==> src/rtl/stby_pkg.sv <==
package stby_pkg;

    typedef enum logic [2:0] {
        ST_RUN   = 3'd0,
        ST_HALT  = 3'd1,
        ST_HOLD  = 3'd2,
        ST_XHOLD = 3'd3,
        ST_STAB  = 3'd4,
        ST_RST   = 3'd5
    } stby_state_e;

    localparam logic [1:0] REQ_NONE  = 2'b00;
    localparam logic [1:0] REQ_HALT  = 2'b01;
    localparam logic [1:0] REQ_HOLD  = 2'b10;
    localparam logic [1:0] REQ_XHOLD = 2'b11;

    localparam logic [2:0] CAUSE_PIN  = 3'd0;
    localparam logic [2:0] CAUSE_WDT  = 3'd1;
    localparam logic [2:0] CAUSE_EXT  = 3'd2;
    localparam logic [2:0] CAUSE_P0   = 3'd3;
    localparam logic [2:0] CAUSE_BT   = 3'd4;
    localparam logic [2:0] CAUSE_CAL  = 3'd5;
    localparam logic [2:0] CAUSE_NONE = 3'd7;

    typedef struct packed {
        logic cpu;
        logic periph;
        logic fast_osc;
        logic xt;
        logic btmr;
        logic sysrst;
    } gate_t;

endpackage

==> src/rtl/stby_wake.sv <==
module stby_wake #(
    parameter int              N_EXT      = 8,
    parameter logic [N_EXT-1:0] DEEP_MASK  = 8'b1111_0111,
    parameter logic [N_EXT-1:0] LEVEL_ONLY = 8'b0000_0011
) (
    input  logic             pin_rst_n,
    input  logic             wdt_rst,
    input  logic [N_EXT-1:0] ext_irq,
    input  logic [N_EXT-1:0] ext_level,
    input  logic             p0_irq,
    input  logic             bt_irq,
    input  logic             cal_irq,
    output logic             rst_src,
    output logic             wake_halt,
    output logic             wake_hold,
    output logic             wake_xhold,
    output logic [2:0]       cause_halt,
    output logic [2:0]       cause_hold,
    output logic [2:0]       cause_xhold
);
    import stby_pkg::*;

    logic [N_EXT-1:0] ext_deep;
    logic             ext_any;
    logic             ext_deep_any;

    // per-line qualification for the deep modes
    for (genvar gi = 0; gi < N_EXT; gi++) begin : g_line
        assign ext_deep[gi] = ext_irq[gi] & DEEP_MASK[gi]
                            & (~LEVEL_ONLY[gi] | ext_level[gi]);
    end

    function automatic logic [2:0] pick_cause(
        input logic pin, input logic wdt, input logic ext,
        input logic p0,  input logic bt,  input logic cal);
        logic [2:0] c;
        c = CAUSE_NONE;
        if (cal) c = CAUSE_CAL;
        if (bt)  c = CAUSE_BT;
        if (p0)  c = CAUSE_P0;
        if (ext) c = CAUSE_EXT;
        if (wdt) c = CAUSE_WDT;
        if (pin) c = CAUSE_PIN;
        return c;
    endfunction

    always_comb begin
        ext_any      = |ext_irq;
        ext_deep_any = |ext_deep;
        rst_src      = ~pin_rst_n | wdt_rst;
        wake_halt    = rst_src | ext_any | p0_irq | bt_irq | cal_irq;
        wake_hold    = rst_src | ext_deep_any | p0_irq;
        wake_xhold   = wake_hold | bt_irq | cal_irq;
        cause_halt   = pick_cause(~pin_rst_n, wdt_rst, ext_any, p0_irq, bt_irq, cal_irq);
        cause_hold   = pick_cause(~pin_rst_n, wdt_rst, ext_deep_any, p0_irq, 1'b0, 1'b0);
        cause_xhold  = pick_cause(~pin_rst_n, wdt_rst, ext_deep_any, p0_irq, bt_irq, cal_irq);
    end

endmodule

==> src/rtl/stby_stab_cnt.sv <==
module stby_stab_cnt #(
    parameter int W = 8
) (
    input  logic         clk,
    input  logic         rst_n,
    input  logic         load,
    input  logic [W-1:0] load_val,
    input  logic         en,
    output logic         done
);
    logic [W-1:0] cnt_d, cnt_q;

    always_comb begin
        cnt_d = cnt_q;
        if (load)
            cnt_d = load_val;
        else if (en && cnt_q != '0)
            cnt_d = cnt_q - 1'b1;
    end

    always_ff @(posedge clk or negedge rst_n) begin
        if (!rst_n) cnt_q <= '0;
        else        cnt_q <= cnt_d;
    end

    assign done = (cnt_q == '0);


    cnt_load_chk: assert property (@(posedge clk) disable iff (!rst_n)
        load |=> (cnt_q == $past(load_val)));


    cnt_step_chk: assert property (@(posedge clk) disable iff (!rst_n)
        (en && !load && cnt_q != '0) |=> (cnt_q == W'($past(cnt_q) - 1'b1)));

endmodule

==> src/rtl/stby_gate.sv <==
module stby_gate (
    input  stby_pkg::stby_state_e state,
    input  logic                  xt_run,
    input  logic                  xt_held,
    output stby_pkg::gate_t       gate
);
    import stby_pkg::*;

    always_comb begin
        gate = '0;
        unique case (state)
            ST_RUN: begin
                gate.cpu = 1'b1; gate.periph = 1'b1; gate.fast_osc = 1'b1;
                gate.xt  = xt_run; gate.btmr = 1'b1;
            end
            ST_HALT: begin
                gate.periph = 1'b1; gate.fast_osc = 1'b1;
                gate.xt = xt_run; gate.btmr = 1'b1;
            end
            ST_HOLD: begin
                gate = '0;
            end
            ST_XHOLD: begin
                gate.xt = xt_held; gate.btmr = 1'b1;
            end
            ST_STAB: begin
                gate.fast_osc = 1'b1; gate.xt = xt_run;
            end
            ST_RST: begin
                gate.fast_osc = 1'b1; gate.xt = xt_run; gate.sysrst = 1'b1;
            end
            default: gate = '0;
        endcase
    end

endmodule

==> src/rtl/stby_ctrl.sv <==
module stby_ctrl #(
    parameter int               N_EXT      = 8,
    parameter int               STAB_W     = 8,
    parameter logic [N_EXT-1:0] DEEP_MASK  = 8'b1111_0111,
    parameter logic [N_EXT-1:0] LEVEL_ONLY = 8'b0000_0011
) (
    input  logic              clk,
    input  logic              rst_n,
    input  logic              req_valid,
    input  logic [1:0]        req_mode,
    input  logic              xtal_run_en,
    input  logic [STAB_W-1:0] stab_cycles,
    input  logic              pin_rst_n,
    input  logic              wdt_rst,
    input  logic [N_EXT-1:0]  ext_irq,
    input  logic [N_EXT-1:0]  ext_level,
    input  logic              p0_irq,
    input  logic              bt_irq,
    input  logic              cal_irq,
    output logic              cpu_run,
    output logic              periph_clk_en,
    output logic              osc_cf_en,
    output logic              osc_rc_en,
    output logic              osc_vrc_en,
    output logic              osc_xt_en,
    output logic              btimer_en,
    output logic              sys_rst,
    output logic              req_reject,
    output logic [2:0]        wake_cause
);
    import stby_pkg::*;

    typedef struct packed {
        stby_state_e state;
        logic        xt_held;
        logic        rst_pend;
        logic [2:0]  cause;
        logic        reject;
    } ctl_t;

    ctl_t  cur_q, nxt_d;
    logic  rst_src, wake_halt, wake_hold, wake_xhold;
    logic [2:0] cause_halt, cause_hold, cause_xhold;
    logic  stab_load, stab_en, stab_done;
    logic  req_pending;
    gate_t gate;

    stby_wake #(
        .N_EXT(N_EXT), .DEEP_MASK(DEEP_MASK), .LEVEL_ONLY(LEVEL_ONLY)
    ) u_wake (
        .pin_rst_n  (pin_rst_n),
        .wdt_rst    (wdt_rst),
        .ext_irq    (ext_irq),
        .ext_level  (ext_level),
        .p0_irq     (p0_irq),
        .bt_irq     (bt_irq),
        .cal_irq    (cal_irq),
        .rst_src    (rst_src),
        .wake_halt  (wake_halt),
        .wake_hold  (wake_hold),
        .wake_xhold (wake_xhold),
        .cause_halt (cause_halt),
        .cause_hold (cause_hold),
        .cause_xhold(cause_xhold)
    );

    stby_stab_cnt #(.W(STAB_W)) u_stab (
        .clk     (clk),
        .rst_n   (rst_n),
        .load    (stab_load),
        .load_val(stab_cycles),
        .en      (stab_en),
        .done    (stab_done)
    );

    always_comb begin
        unique case (req_mode)
            REQ_HALT:  req_pending = wake_halt;
            REQ_HOLD:  req_pending = wake_hold;
            REQ_XHOLD: req_pending = wake_xhold;
            default:   req_pending = 1'b0;
        endcase
    end

    always_comb begin
        nxt_d        = cur_q;
        nxt_d.reject = 1'b0;
        stab_load    = 1'b0;
        stab_en      = (cur_q.state == ST_STAB);
        unique case (cur_q.state)
            ST_RUN: begin
                if (req_valid && req_mode != REQ_NONE) begin
                    if (req_pending) begin
                        nxt_d.reject = 1'b1;
                    end else begin
                        nxt_d.xt_held = xtal_run_en;
                        unique case (req_mode)
                            REQ_HALT: nxt_d.state = ST_HALT;
                            REQ_HOLD: nxt_d.state = ST_HOLD;
                            default:  nxt_d.state = ST_XHOLD;
                        endcase
                    end
                end
            end
            ST_HALT: begin
                if (wake_halt) begin
                    nxt_d.cause = cause_halt;
                    nxt_d.state = rst_src ? ST_RST : ST_RUN;
                end
            end
            ST_HOLD: begin
                if (wake_hold) begin
                    nxt_d.cause    = cause_hold;
                    nxt_d.rst_pend = rst_src;
                    nxt_d.state    = ST_STAB;
                    stab_load      = 1'b1;
                end
            end
            ST_XHOLD: begin
                if (wake_xhold) begin
                    nxt_d.cause    = cause_xhold;
                    nxt_d.rst_pend = rst_src;
                    nxt_d.state    = ST_STAB;
                    stab_load      = 1'b1;
                end
            end
            ST_STAB: begin
                if (stab_done) begin
                    nxt_d.state    = cur_q.rst_pend ? ST_RST : ST_RUN;
                    nxt_d.rst_pend = 1'b0;
                end
            end
            ST_RST: begin
                nxt_d.state = ST_RUN;
            end
            default: nxt_d.state = ST_RUN;
        endcase
    end

    always_ff @(posedge clk or negedge rst_n) begin
        if (!rst_n) begin
            cur_q.state    <= ST_RUN;
            cur_q.xt_held  <= 1'b0;
            cur_q.rst_pend <= 1'b0;
            cur_q.cause    <= CAUSE_NONE;
            cur_q.reject   <= 1'b0;
        end else begin
            cur_q <= nxt_d;
        end
    end

    stby_gate u_gate (
        .state  (cur_q.state),
        .xt_run (xtal_run_en),
        .xt_held(cur_q.xt_held),
        .gate   (gate)
    );

    assign cpu_run       = gate.cpu;
    assign periph_clk_en = gate.periph;
    assign osc_cf_en     = gate.fast_osc;
    assign osc_rc_en     = gate.fast_osc;
    assign osc_vrc_en    = gate.fast_osc;
    assign osc_xt_en     = gate.xt;
    assign btimer_en     = gate.btmr;
    assign sys_rst       = gate.sysrst;
    assign req_reject    = cur_q.reject;
    assign wake_cause    = cur_q.cause;


    reject_stays_run_chk: assert property (@(posedge clk) disable iff (!rst_n)
        req_reject |-> cpu_run);


    sysrst_one_cycle_chk: assert property (@(posedge clk) disable iff (!rst_n)
        sys_rst |=> (!sys_rst && cpu_run));


    xhold_xt_frozen_chk: assert property (@(posedge clk) disable iff (!rst_n)
        (cur_q.state == ST_XHOLD && $past(cur_q.state) == ST_XHOLD) |-> $stable(osc_xt_en));


    halt_osc_kept_chk: assert property (@(posedge clk) disable iff (!rst_n)
        (!cpu_run && periph_clk_en) |-> (osc_cf_en && osc_rc_en && osc_vrc_en));


    stab_cpu_off_chk: assert property (@(posedge clk) disable iff (!rst_n)
        (cur_q.state == ST_STAB) |-> (!cpu_run && osc_cf_en && !periph_clk_en));

endmodule

==> config.mk <==
export PLATFORM = sky130hd
export DESIGN_NAME = stby_ctrl
export DESIGN_NICKNAME = d
export VERILOG_FILES = /design/src/rtl/stby_pkg.sv /design/src/rtl/stby_wake.sv /design/src/rtl/stby_stab_cnt.sv /design/src/rtl/stby_gate.sv /design/src/rtl/stby_ctrl.sv
export SDC_FILE = /design/constraint.sdc
export NUM_CORES = 1
export LEC_CHECK = 0
export BUFFER_PORTS_ARGS = -buffer_cell sky130_fd_sc_hd__buf_2
export CAP_MARGIN = 10
export CORE_ASPECT_RATIO = 0.8
export CORE_MARGIN = 5
export CORE_UTILIZATION = 54
export DETAILED_ROUTE_END_ITERATION = 10
export GPL_TIMING_DRIVEN = 0
export PLACE_DENSITY = 0.82
export SLEW_MARGIN = 20
export SYNTH_ARGS = -nofsm -noshare
export SYNTH_HDL_FRONTEND = slang
export SYNTH_HIERARCHICAL = 1
export SYNTH_SLANG_ARGS = --single-unit
==> constraint.sdc <==
create_clock -name clk -period 3.7 [get_ports clk]
set_input_delay 0.37 -clock clk [delete_from_list [all_inputs] [get_ports clk]]
set_output_delay 0.37 -clock clk [all_outputs]
set_load 0.03 [all_outputs]
**Word level (Yosys, flattened, before mapping)**

Cells that the tools add are included.

- Bits in registers: 17
- Input port bits: 35
- Output and inout bits: 12
- Word-level logic and storage cells: 96

- Add/sub/neg operators: 1
- Equal/unequal tests: 14
- Mux-type cells: 44
- Bitwise operators: 13
- Reduce and logical (&&, ||, !) cells: 18

Operators by type and width:

| operator | count |
|---|---|
| 3-bit 2-to-1 mux | 18 |
| 4-bit 2-to-1 mux | 4 |
| 8-bit 2-to-1 mux | 2 |
| 3-bit one-hot mux with 5 select lines | 1 |
| 2-bit != test, second input constant | 6 |
| 1-bit 2-to-1 mux | 11 |
| 1-bit OR | 9 |
| 3-bit one-hot mux with 3 select lines | 1 |
| 8-bit zero test | 1 |
| 4-bit AND reduction | 2 |
| 8-bit nonzero test | 1 |
| 8-bit OR reduction | 1 |
| 8-bit by 1-bit subtractor with 8-bit output, second input constant | 1 |
| 7-bit OR reduction | 1 |
| 3-bit by 2-bit == test with 1-bit output, second input constant | 2 |
| 3-bit == test, second input constant | 2 |
| 1-bit one-hot mux with 3 select lines | 2 |
| 6-bit AND reduction | 1 |
| 3-bit nonzero test | 2 |
| 2-bit == test, second input constant | 2 |
| 2-bit 2-to-1 mux | 2 |
| 1-bit one-hot mux with 2 select lines | 2 |
| 2-bit one-hot mux with 2 select lines | 1 |
| 2-bit nonzero test | 2 |
| other kinds (10) | 13 |

**Depth between registers and ports, before layout**

Gate-level depths: netlist (run 1).

- Depth after elaboration: 10
- Depth in mapped cells: 10
- Depth with buffers taken out: 8

**By module**

Netlist (run 1), hierarchy kept.

Modules (own cells, without submodules):

| module | times used | cells an instance | area an instance (um^2) |
|---|---|---|---|
| stby_ctrl | 1 | 77 | 689.4 |
| stby_stab_cnt | 1 | 58 | 528.0 |
| stby_wake | 1 | 30 | 171.4 |
| stby_gate | 1 | 9 | 45.0 |

**Worst setup path before layout (run 1)**

OpenSTA, ideal clock, no wires.

- Path type: in2reg
- Start point: input port ext_irq[0]
- End point: register u_stab.cnt_q[3]
- Library setup time: 0.090 ns
- Arrival time: 2.053 ns
- Required time: 3.610 ns
- Setup slack: 1.557 ns
- Stages: 7
- Path through: a22o_1 -> nor4b_4 -> nand2_1 -> mux2i_1 -> nor2_1 -> or4_1 -> o221ai_1

- Cells in the longest elaborated chain, start to end: 9
- Elaborated cells between the ends (all ways): 11
- Those cells by class: 4 x mux; 5 x bitwise; 2 x reduce/logical

Ends and longest elaborated chain:

| item | RTL line | source |
|---|---|---|
| start, declared | stby_ctrl.sv:15 | `input logic [N_EXT-1:0] ext_irq,` |
| 1-bit AND * | stby_wake.sv:30 | `& (~LEVEL_ONLY[gi] \| ext_level[gi]);` |
| 7-bit OR reduction * | stby_wake.sv:49 | `ext_deep_any = \|ext_deep;` |
| 1-bit OR * (2 in series) | stby_wake.sv:52 | `wake_hold = rst_src \| ext_deep_any \| p0_irq;` |
| 1-bit OR * (2 in series) | stby_wake.sv:53 | `wake_xhold = wake_hold \| bt_irq \| cal_irq;` |
| named net wake_xhold | stby_ctrl.sv:42 | `logic rst_src, wake_halt, wake_hold, wake_xhold;` |
| 1-bit 2-to-1 mux * | stby_ctrl.sv:120 | `if (wake_xhold) begin` |
| 1-bit one-hot mux with 2 select lines * | stby_ctrl.sv:90 | `unique case (cur_q.state)` |
| named net stab_load | stby_ctrl.sv:44 | `logic stab_load, stab_en, stab_done;` |
| 8-bit 2-to-1 mux / 2-bit nonzero test (equally long branches) | -- |  |
| end signal, assigned | stby_stab_cnt.sv:23 | `else cnt_q <= cnt_d;` |
| end, declared | stby_stab_cnt.sv:11 | `logic [W-1:0] cnt_d, cnt_q;` |

The timed path passes the listed nets; every way through them passes the cells marked *.
A chain may end at the register's enable or synchronous reset.

**Worst setup path after layout (run 1)**

- Start point: register cur_q[7] (netlist name)
- End point: register u_stab.cnt_q[7]

- Cells in the longest elaborated chain, start to end: 3
- Elaborated cells between the ends (all ways): 7
- Those cells by class: 3 x eq/ne; 2 x mux; 2 x reduce/logical

Ends and longest elaborated chain:

| item | RTL line |
|---|---|
| 3-bit by 2-bit == test with 1-bit output | stby_ctrl.sv:90 |
| 1-bit one-hot mux with 2 select lines * | stby_ctrl.sv:90 |
| named net stab_load | stby_ctrl.sv:44 |
| 8-bit 2-to-1 mux / 2-bit nonzero test (equally long branches) | -- |

Marks and branches as above.

==> results.cfg, run 1 <==
[global_route]
grt_pass1_wl_mm = 5.58
gr-usage-all-layers = 0.184
grt_max_degree = 18
antenna_found_initial = 0
grt.overflow.total = 0
grt_pass1_vias = 1312

[floorplanning]
fp.dieH_microns = 56.1
coreArea_sq_mm = 0.00250
die-area_sq_mm = 0.00379
ioPinCount = 47
rows = 16
initial_core_util = 0.573
chipWidth_microns = 67.6

[cells_and_area]
drive_above_1_share = 0.311
insertedDiodeCount = 0
nets = 257
mostFrequentLayoutCells = buf_2, nor2_1, nand2_1, dfrtp_1, inv_1
stdcell_count = 255
final_common_cell = buf_2
area_growth_pct = 19.6

[power]
powerDensity_mw_per_mm2 = 480
total_power_uw = 824
internal_power_uw = 463
clkPwrFrac = 0.120
ir_drop_mv = 0.359
combPwrFrac = 0.502
switching_share = 0.438
p_sw_uw = 361
p_leak_uw = 0.000747
sequentialPowerShare = 0.378

[cts]
ctsHtreeMaxLevel = 1
clock-root-buffer = clkbuf_4
clk_pin_slew_ns = 0.09
clock-sinks = 17
ctsResizeCount = 0
cts_tree = done
clk_latency_ns = 0.29
clockBufferDepth = 2
ctsHoldBuffers = 1
postCtsSetupBuffers = 0
cts_inserted_buffers = 3

[placed_design]
dp.cells = 250
dp_slack_ns = 1.10
dp_hpwl_mm = 2.67
gp_congestion = 0.855
io_buffer_count = 40

[outcome]
status = completed

[critical_path]
cp_max_fo = 10
arrival_ns = 2.53
reg2reg_slack_ns = 1.35
critPathLaunchType = flop
critPathMaxStageDelay_ns = 0.46
cp.buffers_inverters = 3
crit_family = buffers and inverters
cpMaxStageDelayCell = dfrtp_1
crit_type = flop to flop
endpoint_kind = flop
crit_chain = buf_2 -> nand2b_1 -> clkbuf_1 -> nor2_1 -> clkinv_1 -> o311a_1 -> a221o_1
required_ns = 3.88

[synthesis]
avgSynthCellArea_sq_um = 8.24
synth-compound-area-share = 0.211
yosysSeqAreaShare = 0.299
synthCells = 174
post_synth_num_cell_types = 54
synth.area.mux_share = 0.102
yosysWarningCount = 6
synth.ff_latch_count = 17
synth_top_family_by_area = simple AND/OR/NAND/NOR gates
synth-async-reset-ratio = 1.00
synth-edff-count = 0
synthFlopType = dfrtp_1
synth_nets = 211
synthAdderAreaFrac = 0.0175
netlist_area_sq_mm = 0.00143
synth-simple-area-share = 0.276
synth_xor_area_frac = 0

[timing]
hold_violations = 0
fmax_mhz = 426
setup_viol = 0
final_max_slew_viol_count = 0
fin_crit_sh = 0.634
slew-limit-headroom = 0.545
setup-tns-final_ns = 0
tightest_slew_ns = 0.677
worst_slack_ns = 1.35
final.min_clock_period_ns = 2.35
skew_ns = 0.00145
holdWs_ns = 0.307
rsz0062_at_grt = false

[routing]
drc = 0
viasPerCell = 5.60
wire_per_inst_microns = 13.5
dr.pass1.iters = 5
wirelength_mm = 3.43
num_vias = 1429
final_antenna_net_count = 0
drtIter0Drc = 58

[min_path]
min_path_type = input port to flop

[flow_run]
drv_cap = 0
worst min-delay path, cell delays in order:
cell and delay [ns]:
buf_2 0.07, a21oi_1 0.05, nand3_1 0.07
layer usage:
| layer | vias up | part of all wire | GRT usage |
|---|---|---|---|
| li1 | 725 | - | - |
| met1 | 654 | 0.48 | 0.255 |
| met2 | 46 | 0.46 | 0.291 |
| met3 | 4 | 0.052 | 0.0444 |
| met4 | 0 | 0.0073 | 0.0289 |
| met5 | - | 0 | 0 |
area by class of cell:
class,instances,area (sq um)
Timing Repair Buffer,41,210
Buffer,13,78.8
Tap cell,36,45.0
Sequential cell,17,429
Fill cell,207,787
Inverter,15,56.3
Clock buffer,4,26.3
Multi-Input combinational cell,129,870
cell usage after synthesis, drive strengths merged (2+ instances only):
cell     n  area, sq um
dfstp    3         78.8
buf     10         67.6
o31ai    2         15.0
o221ai   2         23.8
mux2     4         56.3
o211ai   2         20.0
nor3b    4         30.0
clkbuf   3         11.3
nor2    16         60.1
nor4     4         25.0
o21ai    9         45.0
nor3     7         40.0
mux2i    9         90.1
a21oi   12         63.8
inv     14         52.6
and2     2         12.5
nand2   16         60.1
a211o    2         18.8
nand4    2         12.5
o22ai    2         12.5
nand2b   2         12.5
dfrtp   14          350
nand3    5         25.0
or3b     2         17.5
a221o    2         20.0
a31oi    2         12.5
or4      3         22.5
ha       2         25.0
final timing paths:
path                                                start                           to  depth (start not counted)
worst min register to register  wake_cause[2]$_DFFE_PN1P_    wake_cause[2]$_DFFE_PN1P_                          2
worst max-delay path                 cur_q[7]$_DFFE_PN0P_  u_stab/cnt_q[7]$_DFFE_PN0P_                          7
worst max register to register       cur_q[7]$_DFFE_PN0P_  u_stab/cnt_q[7]$_DFFE_PN0P_                          7
min in group asynchronous                           rst_n         req_reject$_DFF_PN0_                          2
worst min-delay path                       stab_cycles[0]  u_stab/cnt_q[0]$_DFFE_PN0P_                          3
max in group asynchronous                           rst_n    wake_cause[1]$_DFFE_PN1P_                          2
through the flow:
step / cell area, sq um / util
3_5_place_dp: 1680 / 0.671
4_1_cts: 1720 / 0.686
3_3_place_gp: 1680 / 0.671
6_report: 1720 / 0.686
2_1_floorplan: 1430 / -
5_1_grt: 1720 / 0.686
state kept, by name, indices dropped and copies added, names as in the netlist:
signal	count
cur_q	5
wake_cause	3
req_reject	1
u_stab/cnt_q	8
kinds of logic after synthesis:
group	Yosys count
AND/OR/NAND/NOR	71
AO/OA/AOI/OAI	43
buffers and inverters	28
flip-flops	17
multiplexers	13
adder cells (fa/ha/maj)	2
power groups by stage:
stage          Combinational [uW]  Clock (uW)  Sequential [uW]
2_1_floorplan                 311           0              299
3_3_place_gp                  393           0              306
3_5_place_dp                  405           0              311
4_1_cts                       410         103              308
5_1_grt                       460         111              322
6_report                      414        98.6              311
Power figures use the tool's default switching activity.
==> inputs of run 2 (changes only) <==
- CORE_UTILIZATION: 54 -> 46
- PLACE_DENSITY: 0.82 -> 0.75
- clock period: 3.7 -> 2 ns (I/O delays scaled with it)
==> run 2 against run 1 <==
Net effect:
- design area rose by 6.6%
- register-to-register slack got worse by 1.3 ns
- clock-buffer cell count unchanged
- die area up 14%
- core utilization shrank 8.4 points
- critical path depth decreased by 1
- clock skew increased by 0.0015 ns
- highest routed layer unchanged
- combinational power up 100%
- worst setup slack worse by 1.3 ns
- largest power group unchanged
- critical path type unchanged
- global-route usage down 2.6 points
- sequential share of layout area is 1.4 points lower
- wire length shrank 2.8%
==> results.cfg, run 2 (synthesis results as in run 1) <==
[outcome]
status = completed

[routing]
wl_met2_mm = 1.41
route.met3.wl_microns = 207
drtIter0Drc = 84
num_vias = 1407
final_antenna_net_count = 0
dr.pass1.iters = 4
drc = 0
maxUsedRoutingLayer = met4
viasPerCell = 5.39
wire_per_inst_microns = 12.8
wl_met1_mm = 1.69
wirelength_mm = 3.34

[power]
p_leak_uw = 0.000778
clkPwrFrac = 0.151
switching_share = 0.421
combPwrFrac = 0.505
sequentialPowerShare = 0.344
ir_drop_mv = 0.598
internal_power_uw = 973
powerDensity_mw_per_mm2 = 919
p_sw_uw = 707

[timing]
slew-limit-headroom = 0.572
fmax_mhz = 516
final.min_clock_period_ns = 1.94
tightest_slew_ns = 0.637
setup_viol = 0
fin_crit_sh = 0.970
setup-tns-final_ns = 0
final_max_slew_viol_count = 0
worst_slack_ns = 0.0608
skew_ns = 0.00297
hold_violations = 0

[cells_and_area]
stdcell_count = 261
largest_register = u_stab/cnt_q
area_growth_pct = 27.5
largest_reg_flops = 8
fillerInstances = 282
mostFrequentLayoutCells = buf_2, nand2_1, nor2_1, inv_1, dfrtp_1
drive_above_1_share = 0.398
insertedDiodeCount = 0
final_common_cell = buf_2
nets = 259

[cts]
cts_inserted_buffers = 3
clk_pin_slew_ns = 0.06
clockBufferDepth = 2
clock-sinks = 17
clock-root-buffer = clkbuf_8
cts_tree = done
ctsHtreeMaxLevel = 1
clk_latency_ns = 0.25

[floorplanning]
initial_core_util = 0.472
rows = 18
ioPinCount = 47
chipWidth_microns = 72.4
coreArea_sq_mm = 0.00304
die-area_sq_mm = 0.00434
fp.dieH_microns = 59.9

[flow_run]
drv_cap = 0

[critical_path]
crit_type = flop to flop
cp_max_fo = 4
required_ns = 2.13
arrival_ns = 2.07
endpoint_kind = flop
critPathLaunchType = flop

[global_route]
grt_max_degree = 18
grt_pass1_vias = 1262
gr-usage-all-layers = 0.158
antenna_found_initial = 0
grt.overflow.total = 0
grt_pass1_wl_mm = 5.49

[placed_design]
dp_slack_ns = -0.376
io_buffer_count = 40
gp_congestion = 0.827
dp.cells = 254
dp_hpwl_mm = 2.45

[min_path]
min_path_type = input port to flop
==> run 2: per-layer routing <==
| layer | vias up | global-route usage |
|---|---|---|
| li1 | 722 | - |
| met1 | 636 | 0.228 |
| met2 | 45 | 0.237 |
| met3 | 4 | 0.0403 |
| met4 | 0 | 0.0368 |
| met5 | - | 0 |
==> run 2: area by class of cell <==
cell class	count	area, sq um	area share
Multi-Input combinational cell	129	930	0.509
Sequential cell	17	432	0.236
Timing Repair Buffer	45	240	0.131
Buffer	11	73.8	0.0404
Inverter	15	57.6	0.0315
Tap cell	40	50.0	0.0274
Clock buffer	4	45.0	0.0246
==> run 2: what timing repair did <==
item,4_1_cts,5_1_grt
resized for setup,9,10
endpoints found under the hold margin,14,0
hold buffers,1,0
pin swaps,0,2
endpoints found under the setup margin,9,9
buffers inserted,2,2
==> run 2: power by group through the flow <==
stage / clock network (uW) / logic [uW] / registers (uW)
6_report: 254 / 848 / 578
5_1_grt: 272 / 927 / 593
4_1_cts: 261 / 799 / 569
3_5_place_dp: 0 / 769 / 573
3_3_place_gp: 0 / 754 / 574
2_1_floorplan: 0 / 586 / 554
==> run 2: worst paths after layout <==
| check | slack [ns] | from | cells after the start | end |
|---|---|---|---|---|
| worst max-delay path | 0.06 | u_stab/cnt_q[0]$_DFFE_PN0P_ | 6 | cur_q[6]$_DFFE_PN0P_ |
| worst min-delay path | 0.19 | stab_cycles[0] | 3 | u_stab/cnt_q[0]$_DFFE_PN0P_ |
| worst max register to register | 0.06 | u_stab/cnt_q[0]$_DFFE_PN0P_ | 6 | cur_q[6]$_DFFE_PN0P_ |
| worst min register to register | 0.47 | wake_cause[2]$_DFFE_PN1P_ | 2 | wake_cause[2]$_DFFE_PN1P_ |
| max in group asynchronous | 1.27 | rst_n | 2 | wake_cause[1]$_DFFE_PN1P_ |
| min in group asynchronous | 0.41 | rst_n | 2 | u_stab/cnt_q[1]$_DFFE_PN0P_ |
==> run 2: critical path, cell delays in order (launching register included) <==
cell and delay [ns]:
dfrtp_1 0.41, inv_1 0.11, ha_1 0.20, or3b_2 0.51, nor2_4 0.16, o221ai_2 0.13, mux2_4 0.30
==> run 2: metrics by stage <==
stage	utilization	power (uW)	hold slack (ns)	cell area (sq um)
2_1_floorplan	-	1140	-0.0956	1440
5_1_grt	0.601	1790	0.207	1830
6_report	0.601	1680	0.186	1830
3_3_place_gp	0.555	1330	0.147	1690
4_1_cts	0.583	1630	0.180	1770
3_5_place_dp	0.555	1340	0.148	1690
